$ cat src/rtl/bseq_pkg.sv
package bseq_pkg;
  localparam int BEAT_W = 2;

  typedef enum logic {
    ORD_XOR  = 1'b0,
    ORD_WRAP = 1'b1
  } order_e;

  // low-bit offset for beat n of a burst that started at offset s
  function automatic logic [BEAT_W-1:0] map_offset(
    input order_e             ord,
    input logic [BEAT_W-1:0]  s,
    input logic [BEAT_W-1:0]  n
  );
    logic [BEAT_W-1:0] r;
    if (ord == ORD_WRAP) r = s + n;
    else                 r = s ^ n;
    return r;
  endfunction

  function automatic logic [BEAT_W-1:0] next_beat(input logic [BEAT_W-1:0] n);
    return n + 1'b1;
  endfunction
endpackage

$ cat src/rtl/bseq_beat_count.sv
module bseq_beat_count
  import bseq_pkg::*;
(
  input  logic              clk,
  input  logic              rst_n,
  input  logic              load,
  input  logic              step,
  output logic [BEAT_W-1:0] beat
);
  always_ff @(posedge clk) begin
    if (!rst_n)    beat <= '0;
    else if (load) beat <= '0;
    else if (step) beat <= next_beat(beat);
  end
endmodule

$ cat src/rtl/bseq_base_hold.sv
module bseq_base_hold
  import bseq_pkg::*;
#(
  parameter int ADDR_W = 20,
  localparam int UP_W  = ADDR_W - BEAT_W
) (
  input  logic              clk,
  input  logic              rst_n,
  input  logic              load,
  input  logic [ADDR_W-1:0] addr_in,
  input  logic              order_in,
  output logic [UP_W-1:0]   upper,
  output logic [BEAT_W-1:0] start_low,
  output order_e            order_q
);
  always_ff @(posedge clk) begin
    if (!rst_n) begin
      upper     <= '0;
      start_low <= '0;
      order_q   <= ORD_XOR;
    end else if (load) begin
      upper     <= addr_in[ADDR_W-1:BEAT_W];
      start_low <= addr_in[BEAT_W-1:0];
      order_q   <= order_e'(order_in);
    end
  end
endmodule

$ cat src/rtl/bseq_offset_map.sv
module bseq_offset_map
  import bseq_pkg::*;
(
  input  order_e            order_q,
  input  logic [BEAT_W-1:0] start_low,
  input  logic [BEAT_W-1:0] beat,
  output logic [BEAT_W-1:0] low
);
  always_comb low = map_offset(order_q, start_low, beat);
endmodule

$ cat src/rtl/burst_addr_seq.sv
module burst_addr_seq
  import bseq_pkg::*;
#(
  parameter int ADDR_W = 20
) (
  input  logic              clk,
  input  logic              rst_n,
  input  logic              proc_strobe,
  input  logic              ctrl_strobe,
  input  logic              advance,
  input  logic              order_lin,
  input  logic [ADDR_W-1:0] addr_in,
  output logic [ADDR_W-1:0] addr_out,
  output logic [1:0]        beat
);
  localparam int UP_W = ADDR_W - BEAT_W;

  // named internal events for the checker
  logic              load_evt;
  logic              step_evt;
  logic [UP_W-1:0]   upper;
  logic [BEAT_W-1:0] start_low;
  logic [BEAT_W-1:0] low;
  logic [BEAT_W-1:0] beat_q;
  order_e            order_q;

  assign load_evt = proc_strobe | ctrl_strobe;
  assign step_evt = advance & ~load_evt;

  bseq_beat_count u_count (
    .clk   (clk),
    .rst_n (rst_n),
    .load  (load_evt),
    .step  (advance),
    .beat  (beat_q)
  );

  bseq_base_hold #(.ADDR_W(ADDR_W)) u_hold (
    .clk       (clk),
    .rst_n     (rst_n),
    .load      (load_evt),
    .addr_in   (addr_in),
    .order_in  (order_lin),
    .upper     (upper),
    .start_low (start_low),
    .order_q   (order_q)
  );

  bseq_offset_map u_map (
    .order_q   (order_q),
    .start_low (start_low),
    .beat      (beat_q),
    .low       (low)
  );

  assign addr_out = {upper, low};
  assign beat     = beat_q;
endmodule

$ cat config.mk
export PLATFORM = sky130hd
export DESIGN_NAME = burst_addr_seq
export DESIGN_NICKNAME = d
export VERILOG_FILES = /design/src/rtl/bseq_pkg.sv /design/src/rtl/bseq_beat_count.sv /design/src/rtl/bseq_base_hold.sv /design/src/rtl/bseq_offset_map.sv /design/src/rtl/burst_addr_seq.sv
export SDC_FILE = /design/constraint.sdc
export NUM_CORES = 1
export LEC_CHECK = 0
export BUFFER_PORTS_ARGS = -buffer_cell sky130_fd_sc_hd__buf_2
export CAP_MARGIN = 20
export CORE_MARGIN = 2
export CORE_UTILIZATION = 30
export CTS_BUF_LIST = sky130_fd_sc_hd__clkbuf_2 sky130_fd_sc_hd__clkbuf_4 sky130_fd_sc_hd__clkbuf_8
export DETAILED_ROUTE_END_ITERATION = 10
export SLEW_MARGIN = 20
export SYNTH_ARGS = -nofsm -noshare
export SYNTH_HDL_FRONTEND = slang
export SYNTH_SLANG_ARGS = --single-unit
$ cat constraint.sdc
create_clock -name clk -period 3.19 [get_ports clk]
set_clock_uncertainty 0.2 [all_clocks]
set_input_delay 0 -clock clk [delete_from_list [all_inputs] [get_ports clk]]
set_output_delay 0 -clock clk [all_outputs]
set_load 0.05 [all_outputs]
; After elaboration in Yosys (flattened, before gate mapping)
; Index checks and enable logic that the tools add are counted.
[classes]
shifts = 0
magnitude_cmp = 0
n_bitwise = 3
addsub = 2
n_eq_ne = 0
div = 0
mux = 1
reduce_logical = 1
mul = 0
[op_table]
columns = cell, n
row1 = $add A2 B1 Y2 const B, 1
row2 = $add A2 B2 Y2, 1
row3 = $mux W2, 1
row4 = $reduce_or A2 Y1, 1
row5 = $xor A2 B2 Y2, 1
row6 = $not A1 Y1, 1
row7 = $or A1 B1 Y1, 1
[totals]
ram_bits = 0
mem_bits_ro = 0
inputBits = 26
latchBits = 0
elab_cells = 11
n_memories = 0
ff_bits = 23

; Logic depth before layout (Yosys ltp)
; Gate-level depths: netlist of the first run.
[logic_depth]
word_depth = 2
ltp_mapped = 3
depth_no_buf = 3

; By module
; Synthesis of the first run repeated with hierarchy kept, for this count alone.
[unflattened]
hier_cells = 81
area_unflattened_um2 = 945.9
[modules_own_cells]
columns = mod, seq_area_each_um2, cells_per_inst, area_each_um2, instances
row1 = bseq_base_hold, 420.4, 68, 820.8, 1
row2 = bseq_beat_count, 40.0, 8, 85.1, 1
row3 = bseq_offset_map, 0.0, 4, 33.8, 1
row4 = burst_addr_seq, 0.0, 1, 6.3, 1

; Least setup slack after synthesis of the first run
; OpenSTA, ideal clock, no wires.
[synth_path]
path_kind = register -> output
from = reg u_count.beat[0]
to = out addr_out[1]
required_ns = 2.990
stages_incl_launch_ff = 4
path_slack_ns = 1.197
arrival_ns = 1.793
path_cell_list = dfxtp_1 > ha_1 > nand2_1 > xnor2_1
[synth_via]
elab_chain_cells = 2
[synth_rtl]
columns = element, line_no
row1 = "start, declared", bseq_beat_count.sv:8  ; output logic [BEAT_W-1:0] beat
row2 = "start signal, assigned", bseq_beat_count.sv:13  ; else if (step) beat <= next_beat(beat);
row3 = $add A2 B2 Y2, bseq_pkg.sv:16  ; if (ord == ORD_WRAP) r = s + n;
row4 = $mux W2, bseq_pkg.sv:16
row5 = "end, declared", burst_addr_seq.sv:13  ; output logic [ADDR_W-1:0] addr_out,
; Every way passes these cells.

==> results.toml, run 1 <==
[worst_setup_path]
crit_family = "buffers and inverters"
worst-setup-path-type = "reg2reg"
critical_path.max_fanout = 2
critPathBufInv = 1
crit_arrival_ns = 1.78
cp_data_required_time_ns = 3.26
ff2ff_setup_slack_ns = 1.48
critPathLaunchType = "register"
cp_cell_sequence = "or3b_2 > a21boi_1 > dlygate4sd3_1"
cp_slowest_cell = "dlygate4sd3_1"
max_stage_delay_ns = 0.55
endpoint_kind = "register"

[global_route]
grt-ovfl-total = 0
grt_pass1_wl_mm = 4.65
grt_pass1_vias = 1078
groute.usage.overall = 0.148
grt_max_degree = 44
antenna_found_initial = 0

[logic_synthesis]
netlist.area_leader.share = 0.440
synth_seq_cells = 23
synth_area_um2 = 1050
seq_area_frac_synth = 0.440
syn_nets = 133
netlist_instances = 106
synth_area_leaders = "dfxtp_1 44%, a21boi_1 15%, or3b_1 15%, o21ai_0 10%, clkbuf_1 2.5%"
avgSynthCellArea_um2 = 9.88
ys_warn_count = 0
synth_top_cell_by_area = "dfxtp_1"
synth_cell_types = 17

[routing]
antenna_left = 0
wl_per_cell_um = 11.8
drc = 0
drt_first_pass_iters = 2
vias_per_cell = 4.61
vias = 1088
drt_iter0_markers = 26
wirelength_mm = 2.78

[place]
place.gp.congestion = 0.689
io_buffer_count = 47
placed_cell_area_um2 = 1290
hpwl_mm = 1.59

[timing]
setup_tns_ns = 0
slew-limit-headroom = 0.606
layout_worst_path_cycle_share = 0.537
fmax_mhz = 584
fin_crit_ns = 1.71
setup-violations-final = 0
finalHoldViolations = 0
rsz0062_at_grt = "no"
drv_slew = 0
worst_slew_pin_slew_ns = 0.590

[clock_network]
cts-buffers-inserted = 3
clk_pin_slew_ns = 0.13
root_buffer = "clkbuf_4"
cts.path.max_buffers = 2
cts_sinks = 23
cts_tree = "built"
clock_latency_ns = 0.31
htree_levels = 1
cts-resized-gates = 0

[pwr]
switchingPower_uw = 198
ir_worst_vdd_mv = 0.202
p_sw_frac = 0.310
power.total_uw = 638
p_comb_frac = 0.282
clkPwrFrac = 0.230
p_leak_nw = 0.780
p_seq_frac = 0.488
power.density_nw_per_um2 = 365
p_int_uw = 440

[floorplanning]
fp.coreArea_um2 = 3340
dieArea_um2 = 3980
die_h_um = 63.1
die_w_um = 63.1
num_rows = 21
start_util = 0.314
boundaryPins = 48

[finish]
design_area_um2 = 1750
final_cell_mix = "47 x buf_2, 43 x dlygate4sd3_1, 23 x dfxtp_1"
nets = 218
layout-area-overhead-vs-synth_pct = 66.8
n_antenna_cell = 0
final_common_cell = "buf_2"
drive_gt1_frac = 0.305

[flow_run]
cap_violations = 0

[min_path]
min_path_type = "in2reg"

[outcome]
status = "complete, no violations"
==> registers in the layout (all words and copies together), names as in the netlist <==
signal / cells
u_hold.order_q: 1
u_count.beat: 2
u_hold.upper: 18
u_hold.start_low: 2
==> per-layer routing <==
metal / vias to the layer above / wire length (um) / GRT usage
li1: 554 / - / -
met1: 495 / 1220 / 0.172
met2: 35 / 1350 / 0.262
met3: 4 / 185 / 0.0393
met4: 0 / 19 / 0.0500
met5: - / 0 / 0
==> cells by family after synthesis <==
family,Yosys count,share of synthesized area
fa+ha+maj,1,0.0119
compound gates,44,0.269
simple gates,25,0.203
xor+xnor,3,0.0251
flops,23,0.440
buf+inv,10,0.0514
==> worst reg2reg max path: cells and delay by family (launching register included) <==
family	cells	cell delay, ns
buf+inv	1	0.55
compound gates	1	0.13
simple gates	1	0.44
flops	1	0.35
==> path summary, 6_finish.rpt <==
kind	end	from	depth (start not counted)
setup / recovery	u_hold.upper[15]$_SDFFE_PN0P_	u_hold.upper[15]$_SDFFE_PN0P_	3
hold / removal	u_count.beat[1]$_SDFFE_PP0P_	rst_n	3
setup reg to reg	u_hold.upper[15]$_SDFFE_PN0P_	u_hold.upper[15]$_SDFFE_PN0P_	3
hold reg to reg	u_count.beat[1]$_SDFFE_PP0P_	u_count.beat[0]$_SDFFE_PP0P_	2
==> synthesized netlist by cell type <==
master,instances
or3b_1,18
xnor2_1,2
dfxtp_1,23
o21ai_0,21
a21boi_1,21
nand2_1,1
or3b_4,1
xor2_1,1
buf_2,1
nand3b_1,1
nor2_2,1
ha_1,1
buf_6,2
or3b_2,3
a21bo_2,1
clkbuf_1,7
a21oi_2,1
==> power by group through the flow <==
stage / clock network, mW / registers, mW / logic (mW)
2_1_floorplan: 0 / 0.368 / 0.0512
3_3_place_gp: 0 / 0.318 / 0.134
3_5_place_dp: 0 / 0.318 / 0.137
4_1_cts: 0.154 / 0.312 / 0.180
5_1_grt: 0.169 / 0.314 / 0.193
6_report: 0.147 / 0.312 / 0.180
==> final cells by class <==
type,count,area [um^2]
fill,319,1590
timing repair buffer,90,666
multi-input combinational,73,533
sequential,23,460
tap,46,57.6
clock buffer,4,30.0
==> what timing repair did <==
item / in CTS / in global routing
hold buffers: 43 / 0
buffers inserted: 0 / 0
hold endpoints to repair: 23 / 0
==> per-stage QoR <==
step                      hold slack [ns]  setup slack [ns]  utilization  std cells
after floorplan                   -0.0568              1.20            -        106
after global placement             0.0659              2.00        0.385        189
after detailed placement           0.0674              1.97        0.385        189
after CTS                          0.0411              1.47        0.523        236
after global routing               0.0703              1.42        0.523        236
final                              0.0472              1.48        0.523        236
No activity file was read; power rests on OpenSTA's default activity.
==> inputs of run 2 (changes only) <==
Settings changed: ABC_AREA set to 1.
Clock period 3.19 ns to 1.8 ns, I/O delays scaled along.
==> run 2 against run 1 <==
Against the previous run: global-route usage up 3.3 points; flip-flop and latch count unchanged; combinational power up 97%; non-clock buffer count up 5; via count up 5.7%; sequential power up 80%; power up 83%; largest power group unchanged; sequential share of layout area up 1.6 points; register-to-register slack worse by 1.1 ns; die area down 12%; setup slack worse by 1.3 ns.
==> results.toml, run 2 <==
[logic_synthesis]
netlist.area_leader.share = 0.507
ys_async_sr_fraction = 0
syn_nets = 144
synth_area_um2 = 908
ys.flop_type = "dfxtp_1"
synth-simple-area-share = 0.293
synth-edff-count = 0
ys_warn_count = 0
avgSynthCellArea_um2 = 7.76
seq_area_frac_synth = 0.507
synth_top_family_by_area = "simple AND/OR/NAND/NOR gates"
synth_area_leaders = "dfxtp_1 51%, nor3_1 12%, o21ai_1 10%, nor2_1 9.5%, nand2_1 4.1%"
synth_cell_types = 14
ys_top_cells_by_count = "23 x dfxtp_1, 23 x nor2_1, 21 x nor3_1, 19 x o21ai_1, 10 x nand2_1"
synth_seq_cells = 23
synth_xor_area_frac = 0
synthAdderAreaFrac = 0.0138
synth_mux_area_frac = 0
synth_top_cell_by_area = "dfxtp_1"
synth_compound_area_frac = 0.116
netlist_instances = 117

[timing]
setup-violations-final = 0
fin_crit_ns = 1.61
rsz0062_at_grt = "no"
finalHoldViolations = 0
layout_worst_path_cycle_share = 0.896
slew-limit-headroom = 0.641
worst_slew_pin_slew_ns = 0.537
fmax_mhz = 620
whs_ns = 0.0456
drv_slew = 0
setup_tns_ns = 0
setup_slack_ns = 0.187

[floorplanning]
boundaryPins = 48
die_w_um = 59.0
dieArea_um2 = 3480
fp.coreArea_um2 = 2810
die_h_um = 59.0
num_rows = 19
start_util = 0.324

[worst_setup_path]
ff2ff_setup_slack_ns = 0.36
r2r-start = "u_count.beat[0]$_SDFFE_PP0P_"
cp_slowest_cell = "dlygate4sd3_1"
reg2reg_depth = 4
cp_cell_sequence = "dlygate4sd3_1 > buf_2 > o21ai_1 > dlygate4sd3_1 > nor2_1"
crit_arrival_ns = 1.66
critical_path.max_fanout = 22
cp_data_required_time_ns = 1.85
path_common_cell = "dlygate4sd3_1"
max_stage_delay_ns = 0.58
r2r-end = "u_count.beat[0]$_SDFFE_PP0P_"
worst-setup-path-type = "in2reg"
critPathLaunchType = "input pin"
endpoint_kind = "register"

[clock_network]
clock_latency_ns = 0.30
cts-resized-gates = 0
cts_sinks = 23
cts.path.max_buffers = 2
root_buffer = "clkbuf_4"
htree_levels = 1
clk_pin_slew_ns = 0.13
post_cts_buffers = 0
cts-buffers-inserted = 3
cts_tree = "built"

[place]
preCtsSetupSlack_ns = 0.559
io_buffer_count = 47
place.gp.congestion = 0.717
hpwl_mm = 1.52

[routing]
vias_per_cell = 4.81
wirelength_mm = 2.96
wl_per_cell_um = 12.4
vias = 1150
drc = 0
antenna_left = 0
drt_first_pass_iters = 4
drt_iter0_markers = 31

[global_route]
groute.usage.overall = 0.182
grt_pass1_wl_mm = 4.73
globalRouteMet2Util = 0.335
grt-ovfl-total = 0
antenna_found_initial = 0
grtUsageMet1 = 0.201
grt_max_degree = 23
grt_pass1_vias = 1106
use_met3 = 0.0131
busiest_layer = "met2"

[outcome]
status = "complete, no violations"

[finish]
layout-area-overhead-vs-synth_pct = 81.4
final_cell_mix = "48 x dlygate4sd3_1, 47 x buf_2, 23 x nor2_1, 23 x dfxtp_1, 21 x nor3_1"
top_register = "u_hold.upper"
drive_gt1_frac = 0.260
n_antenna_cell = 0
largest_reg_flops = 18
top_regs = "u_hold.upper: 18 flops, u_count.beat: 2 flops, u_hold.start_low: 2 flops"
nets = 236
final_common_cell = "dlygate4sd3_1"

[min_path]
hold_start = "ctrl_strobe"
min_to = "u_hold.upper[5]$_SDFFE_PN0P_"
min_path_type = "in2reg"
hold_depth = 3

[pwr]
p_leak_nw = 0.772
power.density_nw_per_um2 = 708
ir_worst_vdd_mv = 0.451

[flow_run]
cap_violations = 0
==> run 2: per-stage QoR <==
step	utilization	power [mW]	cell area (um^2)	instances
2_1_floorplan	-	0.766	908	117
3_3_place_gp	0.405	0.833	1140	187
5_1_grt	0.587	1.21	1650	239
3_5_place_dp	0.405	0.835	1140	187
4_1_cts	0.587	1.17	1650	239
6_report	0.587	1.17	1650	239
==> run 2: layer usage <==
layer	wire, um	vias up
li1	-	573
met1	1140	533
met2	1600	34
met3	94	10
met4	122	0
met5	0	-
==> run 2: worst max path at each step <==
| stage | start | to | slack, ns | cells after the start |
|---|---|---|---|---|
| 6_report | rst_n | u_hold.start_low[1]$_SDFFE_PN0P_ | 0.19 | 5 |
| 5_1_grt | rst_n | u_hold.upper[15]$_SDFFE_PN0P_ | 0.07 | 5 |
| 4_1_cts | u_count.beat[0]$_SDFFE_PP0P_ | addr_out[1] | 0.20 | 7 |
| 3_5_place_dp | u_count.beat[0]$_SDFFE_PP0P_ | addr_out[1] | 0.56 | 7 |
| 3_3_place_gp | ctrl_strobe | u_hold.upper[15]$_SDFFE_PN0P_ | 0.59 | 4 |
| 2_1_floorplan | u_count.beat[0]$_SDFFE_PP0P_ | addr_out[1] | 0.24 | 5 |
==> run 2: report_power, final <==
| group | total (mW) | internal [mW] | leakage, nW | switching, mW |
|---|---|---|---|---|
| clock network | 0.250 | 0.101 | 0.0184 | 0.149 |
| logic | 0.355 | 0.143 | 0.562 | 0.212 |
| registers | 0.562 | 0.544 | 0.191 | 0.0184 |
| total | 1.17 | 0.789 | 0.772 | 0.378 |
==> run 2: logic make-up (layout without fill, tap and decap cells) <==
logic type | after synthesis | in the layout
compound gates | 21 | 21
buf+inv | 13 | 104
simple gates | 59 | 59
flops | 23 | 23
fa+ha+maj | 1 | 1
==> run 2: timing repair <==
action | 4_1_cts | 5_1_grt
setup endpoints to repair | 0 | 0
endpoints found under the hold margin | 23 | 0
hold buffers | 48 | 0
==> run 2: area by class of cell <==
cell class,instances,area (um^2)
fillers,258,1160
repair buffers,95,716
flip-flops and latches,23,460
multi-input cells,81,384
well taps,31,38.8
clock buffers,4,30.0
inverters,5,18.8
==> run 2: critical path: cells and delay by family <==
family	cells	cell delay [ns]
AND/OR/NAND/NOR	1	0.08
AO/OA/AOI/OAI	1	0.13
buffers and inverters	3	1.44
